===== src/rtl/ddr_init_pkg.sv =====
package ddr_init_pkg;

    typedef struct packed {
        logic cs_n;
        logic ras_n;
        logic cas_n;
        logic we_n;
    } cmd_pins_t;

    localparam cmd_pins_t CMD_NOP = 4'b0111;
    localparam cmd_pins_t CMD_PRE = 4'b0010;
    localparam cmd_pins_t CMD_REF = 4'b0001;
    localparam cmd_pins_t CMD_MRS = 4'b0000;

    // bit position of the all-bank flag on precharge
    localparam int unsigned ALL_BANK_BIT = 10;

    typedef enum logic [3:0] {
        ST_STABLE,
        ST_PRE_A,
        ST_EMR,
        ST_MR_RST,
        ST_PRE_B,
        ST_REF,
        ST_MR_RUN,
        ST_SETTLE,
        ST_READY
    } init_step_t;

    function automatic int unsigned max_u(input int unsigned a, input int unsigned b);
        return (a > b) ? a : b;
    endfunction

    // mode word: A2:A0 burst length code, A3 sequential, A6:A4 latency code, A8 DLL reset
    function automatic logic [15:0] mode_word(input logic [2:0] bl, input logic [2:0] cl,
                                              input logic dll_rst);
        logic [15:0] w;
        w      = '0;
        w[2:0] = bl;
        w[6:4] = cl;
        w[8]   = dll_rst;
        return w;
    endfunction

endpackage


===== src/rtl/dinit_gap_timer.sv =====
module dinit_gap_timer #(
    parameter int unsigned CNT_W      = 16,
    parameter int unsigned RESET_LOAD = 1
) (
    input  logic             clk,
    input  logic             rst,
    input  logic             load_i,
    input  logic [CNT_W-1:0] load_val_i,
    output logic             zero_o
);
    logic [CNT_W-1:0] cnt_q;

    always_ff @(posedge clk) begin
        if (rst)
            cnt_q <= CNT_W'(RESET_LOAD);
        else if (load_i)
            cnt_q <= load_val_i;
        else if (cnt_q != '0)
            cnt_q <= cnt_q - 1'b1;
    end

    assign zero_o = (cnt_q == '0);

endmodule


===== src/rtl/dinit_lock_window.sv =====
module dinit_lock_window #(
    parameter int unsigned LOCK_CYC = 200
) (
    input  logic clk,
    input  logic rst,
    input  logic start_i,
    output logic elapsed_o
);
    localparam int unsigned LW = $clog2(LOCK_CYC + 1);
    localparam logic [LW-1:0] LOAD = LW'(LOCK_CYC - 1);

    logic [LW-1:0] cnt_q;
    logic          run_q;

    always_ff @(posedge clk) begin
        if (rst) begin
            cnt_q <= '0;
            run_q <= 1'b0;
        end else if (start_i) begin
            cnt_q <= LOAD;
            run_q <= 1'b1;
        end else if (cnt_q != '0) begin
            cnt_q <= cnt_q - 1'b1;
        end
    end

    assign elapsed_o = run_q && (cnt_q == '0);


    lock_count_bounded_chk: assert property (@(posedge clk) disable iff (rst)
        start_i |=> (cnt_q == LOAD) && !elapsed_o || (LOCK_CYC == 1));

endmodule


===== src/rtl/dinit_step_decode.sv =====
module dinit_step_decode
    import ddr_init_pkg::*;
#(
    parameter int unsigned ADDR_W        = 13,
    parameter int unsigned BA_W          = 2,
    parameter int unsigned CNT_W         = 16,
    parameter int unsigned MR_BL         = 1,
    parameter int unsigned MR_CL         = 6,
    parameter int unsigned EMR_VAL       = 0,
    parameter int unsigned CKE_SETUP_CYC = 2,
    parameter int unsigned TRP_CYC       = 3,
    parameter int unsigned TMRD_CYC      = 2,
    parameter int unsigned TRFC_CYC      = 8
) (
    input  init_step_t        step_i,
    output cmd_pins_t         cmd_o,
    output logic [BA_W-1:0]   ba_o,
    output logic [ADDR_W-1:0] addr_o,
    output logic [CNT_W-1:0]  gap_o
);
    localparam logic [15:0] MR_RST_FULL = mode_word(3'(MR_BL), 3'(MR_CL), 1'b1);
    localparam logic [15:0] MR_RUN_FULL = mode_word(3'(MR_BL), 3'(MR_CL), 1'b0);
    localparam logic [ADDR_W-1:0] MR_RST_WORD = MR_RST_FULL[ADDR_W-1:0];
    localparam logic [ADDR_W-1:0] MR_RUN_WORD = MR_RUN_FULL[ADDR_W-1:0];
    localparam logic [ADDR_W-1:0] EMR_WORD    = ADDR_W'(EMR_VAL);
    localparam logic [ADDR_W-1:0] PRE_WORD    = ADDR_W'(1) << ALL_BANK_BIT;

    localparam logic [BA_W-1:0] BA_MODE = BA_W'(0);
    localparam logic [BA_W-1:0] BA_EXT  = BA_W'(1);

    always_comb begin
        cmd_o  = CMD_NOP;
        ba_o   = '0;
        addr_o = '0;
        gap_o  = '0;
        unique case (step_i)
            ST_STABLE: gap_o = CNT_W'(CKE_SETUP_CYC - 1);
            ST_PRE_A, ST_PRE_B: begin
                cmd_o  = CMD_PRE;
                addr_o = PRE_WORD;
                gap_o  = CNT_W'(TRP_CYC - 1);
            end
            ST_EMR: begin
                cmd_o  = CMD_MRS;
                ba_o   = BA_EXT;
                addr_o = EMR_WORD;
                gap_o  = CNT_W'(TMRD_CYC - 1);
            end
            ST_MR_RST: begin
                cmd_o  = CMD_MRS;
                ba_o   = BA_MODE;
                addr_o = MR_RST_WORD;
                gap_o  = CNT_W'(TMRD_CYC - 1);
            end
            ST_REF: begin
                cmd_o = CMD_REF;
                gap_o = CNT_W'(TRFC_CYC - 1);
            end
            ST_MR_RUN: begin
                cmd_o  = CMD_MRS;
                ba_o   = BA_MODE;
                addr_o = MR_RUN_WORD;
                gap_o  = CNT_W'(TMRD_CYC - 1);
            end
            default: ;
        endcase
    end

endmodule


===== src/rtl/ddr_power_up_seq.sv =====
module ddr_power_up_seq
    import ddr_init_pkg::*;
#(
    parameter int unsigned CLK_MHZ       = 100,
    parameter int unsigned STABLE_US     = 200,
    parameter int unsigned CKE_SETUP_CYC = 2,
    parameter int unsigned TRP_CYC       = 3,
    parameter int unsigned TRFC_CYC      = 8,
    parameter int unsigned TMRD_CYC      = 2,
    parameter int unsigned DLL_LOCK_CYC  = 200,
    parameter int unsigned NUM_REFRESH   = 2,
    parameter int unsigned MR_BL         = 1,
    parameter int unsigned MR_CL         = 6,
    parameter int unsigned EMR_VAL       = 0,
    parameter int unsigned ADDR_W        = 13,
    parameter int unsigned BA_W          = 2
) (
    input  logic              clk,
    input  logic              rst,
    output logic              cke,
    output logic              cs_n,
    output logic              ras_n,
    output logic              cas_n,
    output logic              we_n,
    output logic [BA_W-1:0]   ba,
    output logic [ADDR_W-1:0] addr,
    output logic              init_done
);
    localparam int unsigned STABLE_CYC = CLK_MHZ * STABLE_US;
    localparam int unsigned MAX_GAP = max_u(max_u(STABLE_CYC, CKE_SETUP_CYC),
                                            max_u(max_u(TRP_CYC, TRFC_CYC), TMRD_CYC));
    localparam int unsigned CNT_W = $clog2(MAX_GAP + 1);
    localparam int unsigned RC_W  = $clog2(NUM_REFRESH + 1);
    localparam logic [RC_W-1:0] REF_LAST = RC_W'(NUM_REFRESH - 1);

    init_step_t        step_q, step_d;
    logic [RC_W-1:0]   ref_cnt_q;
    logic              timer_zero, lock_elapsed, fire;
    cmd_pins_t         dec_cmd, cmd_q;
    logic [BA_W-1:0]   dec_ba, ba_q;
    logic [ADDR_W-1:0] dec_addr, addr_q;
    logic [CNT_W-1:0]  dec_gap;
    logic              cke_q, done_q;

    dinit_step_decode #(
        .ADDR_W(ADDR_W), .BA_W(BA_W), .CNT_W(CNT_W),
        .MR_BL(MR_BL), .MR_CL(MR_CL), .EMR_VAL(EMR_VAL),
        .CKE_SETUP_CYC(CKE_SETUP_CYC), .TRP_CYC(TRP_CYC),
        .TMRD_CYC(TMRD_CYC), .TRFC_CYC(TRFC_CYC)
    ) u_decode (
        .step_i(step_q), .cmd_o(dec_cmd), .ba_o(dec_ba),
        .addr_o(dec_addr), .gap_o(dec_gap)
    );

    dinit_gap_timer #(
        .CNT_W(CNT_W), .RESET_LOAD(STABLE_CYC - 1)
    ) u_timer (
        .clk(clk), .rst(rst), .load_i(fire),
        .load_val_i(dec_gap), .zero_o(timer_zero)
    );

    dinit_lock_window #(
        .LOCK_CYC(DLL_LOCK_CYC)
    ) u_lock (
        .clk(clk), .rst(rst),
        .start_i(fire && (step_q == ST_MR_RST)),
        .elapsed_o(lock_elapsed)
    );

    assign fire = timer_zero && (step_q != ST_READY) &&
                  ((step_q != ST_SETTLE) || lock_elapsed);

    always_comb begin
        step_d = step_q;
        if (fire) begin
            unique case (step_q)
                ST_STABLE: step_d = ST_PRE_A;
                ST_PRE_A:  step_d = ST_EMR;
                ST_EMR:    step_d = ST_MR_RST;
                ST_MR_RST: step_d = ST_PRE_B;
                ST_PRE_B:  step_d = ST_REF;
                ST_REF:    step_d = (ref_cnt_q == REF_LAST) ? ST_MR_RUN : ST_REF;
                ST_MR_RUN: step_d = ST_SETTLE;
                ST_SETTLE: step_d = ST_READY;
                default:   step_d = step_q;
            endcase
        end
    end

    always_ff @(posedge clk) begin
        if (rst) begin
            step_q    <= ST_STABLE;
            ref_cnt_q <= '0;
            cmd_q     <= CMD_NOP;
            ba_q      <= '0;
            addr_q    <= '0;
            cke_q     <= 1'b0;
            done_q    <= 1'b0;
        end else begin
            step_q <= step_d;
            if (fire && (step_q == ST_REF))
                ref_cnt_q <= ref_cnt_q + 1'b1;
            if (fire) begin
                cmd_q  <= dec_cmd;
                ba_q   <= dec_ba;
                addr_q <= dec_addr;
            end else begin
                cmd_q  <= CMD_NOP;
                ba_q   <= '0;
                addr_q <= '0;
            end
            if (fire && (step_q == ST_STABLE))
                cke_q <= 1'b1;
            if (fire && (step_q == ST_SETTLE))
                done_q <= 1'b1;
        end
    end

    assign cke       = cke_q;
    assign cs_n      = cmd_q.cs_n;
    assign ras_n     = cmd_q.ras_n;
    assign cas_n     = cmd_q.cas_n;
    assign we_n      = cmd_q.we_n;
    assign ba        = ba_q;
    assign addr      = addr_q;
    assign init_done = done_q;


    cmd_needs_cke_chk: assert property (@(posedge clk) disable iff (rst)
        (cmd_q != CMD_NOP) |-> cke);


    cke_holds_chk: assert property (@(posedge clk) disable iff (rst)
        cke |=> cke);


    done_holds_chk: assert property (@(posedge clk) disable iff (rst)
        init_done |=> init_done && (cmd_q == CMD_NOP));


    done_after_lock_chk: assert property (@(posedge clk) disable iff (rst)
        init_done |-> lock_elapsed);


    mode_gap_chk: assert property (@(posedge clk) disable iff (rst)
        (cmd_q == CMD_MRS) |=> (cmd_q == CMD_NOP));


    pre_gap_chk: assert property (@(posedge clk) disable iff (rst)
        (cmd_q == CMD_PRE) |=> (cmd_q == CMD_NOP));

endmodule


===== config.mk =====
export PLATFORM = sky130hd
export DESIGN_NAME = ddr_power_up_seq
export DESIGN_NICKNAME = d
export VERILOG_FILES = /design/src/rtl/ddr_init_pkg.sv /design/src/rtl/dinit_gap_timer.sv /design/src/rtl/dinit_lock_window.sv /design/src/rtl/dinit_step_decode.sv /design/src/rtl/ddr_power_up_seq.sv
export SDC_FILE = /design/constraint.sdc
export NUM_CORES = 1
export LEC_CHECK = 0
export ABC_AREA = 1
export BUFFER_PORTS_ARGS = -buffer_cell sky130_fd_sc_hd__buf_2
export CORE_MARGIN = 8
export CORE_UTILIZATION = 55
export CTS_BUF_LIST = sky130_fd_sc_hd__clkbuf_2 sky130_fd_sc_hd__clkbuf_4 sky130_fd_sc_hd__clkbuf_8
export DETAILED_ROUTE_END_ITERATION = 16
export PLACE_DENSITY = 0.75
export SETUP_SLACK_MARGIN = 0.02
export SKIP_CTS_REPAIR_TIMING = 1
export SLEW_MARGIN = 10
export SYNTH_ARGS = -nofsm -noshare
export SYNTH_HDL_FRONTEND = slang
export SYNTH_SLANG_ARGS = --single-unit

===== constraint.sdc =====
create_clock -name clk -period 2.7 [get_ports clk]
set_clock_uncertainty 0.1 [all_clocks]
set_input_delay 0.81 -clock clk [delete_from_list [all_inputs] [get_ports clk]]
set_output_delay 0.81 -clock clk [all_outputs]
set_load 0.1 [all_outputs]

==> impl_results.md <==
* Buf/Inv on CP at 1
* Post-synth cell types at 31
* Max Cap Viol at 0
* Status: finished, final reports clean
* Worst R2R End: step_q[1]
* Std cell rows at 23
* H-tree depth at 2
* 1st-pass router iterations at 4
* Final period utilization at 73.2%
* Post-DR vias/cell at 4.79
* Layout Nets at 338
* Synth Instances at 318
* Hold/Removal Path Class: reg2reg
* Fillers at 386
* Post-route ant nets at 0
* Final setup vio count at 0
* Clk root buf: clkbuf_8
* Critical path class: reg2out
* P&R area growth vs syn at 7.45%
* Syn Area/Cell at 6.87 um^2
* Yosys top cell by area: dfxtp_1
* Layout cells sized above 1 at 15.4%
* Port-buffer cells at 12
* Final hold violation count at 0
* Top cell type's share of synthesized area at 35.7%
* Total grt overflow at 0
* Most frequent cells in the layout: 63 x nand2_1, 45 x nor2_1, 42 x inv_1, 39 x dfxtp_1, 32 x nand3_1
* Final Slew Violations at 0
* Clock transition at path regs at 0.08 ns
* RSZ-0062 raised after global routing: no
* Crit path max-delay family: buffers and inverters
* Core ar. at 0.00391 mm^2
* Initial antenna violation count at 0
* Worst Setup End Kind: primary output
* WL per Instance at 11.5 um
* Crit-path slowest cell: buf_2
* Placed insts at 374
* Crit path cell chain: buf_2
* Post-Layout Cell Count at 382
* Crit-path max cell delay at 0.43 ns
* Ant diodes at 0
* R2R cell count at 9
* YS warnings at 0
* Largest net degree at the start of global routing at 19
* Total die area at 0.00624 mm^2
* #FFs+latches synth at 39
* CTS buffer count at 5
* WP data arrival at 1.07 ns
* Commonest non-fill, non-tap cell in the layout: nand2_1
* Setup TNS at 0 ns
* Reg2reg setup slack at 0.82 ns
* DR DRC count at 0
* Reg area at 781 um^2
* Worst flop-to-flop path startpoint: u_lock.cnt_q[0]
* CTS sink cnt at 39
* GRT Util Overall at 14.6%
* Mapped Area at 0.00218 mm^2
* P per Cell Area at 645 mW/mm^2
* Worst-case clock buffer depth at 2
* Hold path start: u_timer.cnt_q[14]
* CTS tree: done
* Die height at 79.0 um
* Hold depth at 2
* Die X at 79.0 um
* I/O Pins at 23
* Maximum VDD drop at 0.430 mV
* DR vias at 1829
* DRT iter0 DRCs at 104
* Initial Utilization at 55.8%
* Post-DP HPWL at 3.35 mm
* Largest cells by area after synthesis: dfxtp_1 36%, nand2_1 11%, nor2_1 7.7%, nand3_1 7.3%, inv_1 7.2%
* Share of the yosys chip area belonging to registers at 35.7%
* Routed wire length at 4.37 mm
* Worst Path Required at 1.79 ns
* Worst skew pair latency at 0.29 ns
* Fin crit period at 1.98 ns
* Pleak at 0.00113 uW
* CP Max Fanout at 3
* F_max at 506 MHz
* Vias in the first global route at 1682
* Multi-input logic area at 0.00112 mm^2
* Crit path launch type: flip-flop
* First-pass GRT wire length at 7.33 mm
* Hold EP: u_timer.cnt_q[14]
* Placer Congestion at 0.905
==> state kept, by name (all words and copies together), names as in the netlist <==
signal         count
ba                 1
addr               3
u_lock.cnt_q       8
step_q             4
u_lock.run_q       1
ras_n              1
u_timer.cnt_q     15
cke                1
cas_n              1
init_done          1
ref_cnt_q          2
we_n               1
==> cells by family (layout without fill, tap and decap cells) <==
group | after synthesis | in the layout | synth area share, %
flops | 39 | 39 | 35.7
simple gates | 171 | 171 | 37.5
other cells | 1 | 10 | 0.172
buf+inv | 69 | 74 | 14.3
fa+ha+maj | 5 | 5 | 2.86
xor+xnor | 9 | 9 | 3.61
compound gates | 24 | 24 | 5.79
==> power by group <==
part	total, uW	switching (uW)	internal (uW)
registers	648	27.6	621
clock network	488	213	275
logic	378	264	114
==> worst max path at each step <==
stage,start,cells after the start,endpoint
after CTS,addr[6],1,addr[6]
final,addr[6],1,addr[6]
after global placement,rst,5,u_lock.cnt_q[2]
after floorplan,addr[6],1,addr[5]
after detailed placement,rst,5,u_lock.cnt_q[0]
after global routing,u_lock.cnt_q[0],9,step_q[1]
==> area by class of cell <==
type                    count  area share (%)
flip-flops and latches     39            33.3
inverters                  53            8.48
well taps                  50            2.67
clock buffers               5            2.93
repair buffers             13            2.88
clock inverters             3            1.87
multi-input cells         219            47.9
==> per-layer routing <==
| metal | GRT usage, % | vias to the layer above | routed length (um) |
|---|---|---|---|
| li1 | - | 1000 | - |
| met4 | 5.00 | 0 | 32 |
| met2 | 23.9 | 29 | 2030 |
| met5 | 0 | - | 0 |
| met1 | 17.6 | 798 | 2130 |
| met3 | 4.51 | 2 | 181 |
==> metrics by stage <==
step                util, %  cell area [um^2]  power [uW]  setup WS, ns  hold slack [ns]
floorplan                 -              2220         982         0.416            0.318
global placement       57.1              2230        1030         0.818            0.336
detailed placement     57.1              2230        1040         0.791            0.339
CTS                    60.0              2350        1520         0.701            0.353
global route           60.0              2350        1600         0.670            0.396
finish                 60.0              2350        1510         0.723            0.354
==> cells in the mapped netlist <==
cell and count:
nand2_1 63, nor2_1 45, inv_1 42, dfxtp_1 39, nand3_1 32, buf_4 12
inv_2 10, xor2_1 9, a21oi_1 8, o21ai_0 8, nand4_1 7, nor2_2 6
o21ai_1 6, ha_1 5, nand2_2 4, nor3_1 4, clkbuf_1 2, nand2_4 2
nor2_4 2, buf_2 1, buf_6 1, clkinv_1 1, conb_1 1, nand3_2 1
nand3_4 1, nand4_2 1, nor2_8 1, nor3_4 1, nor4_1 1, o211ai_1 1
o21ai_2 1
No activity file was read; power rests on OpenSTA's default activity.
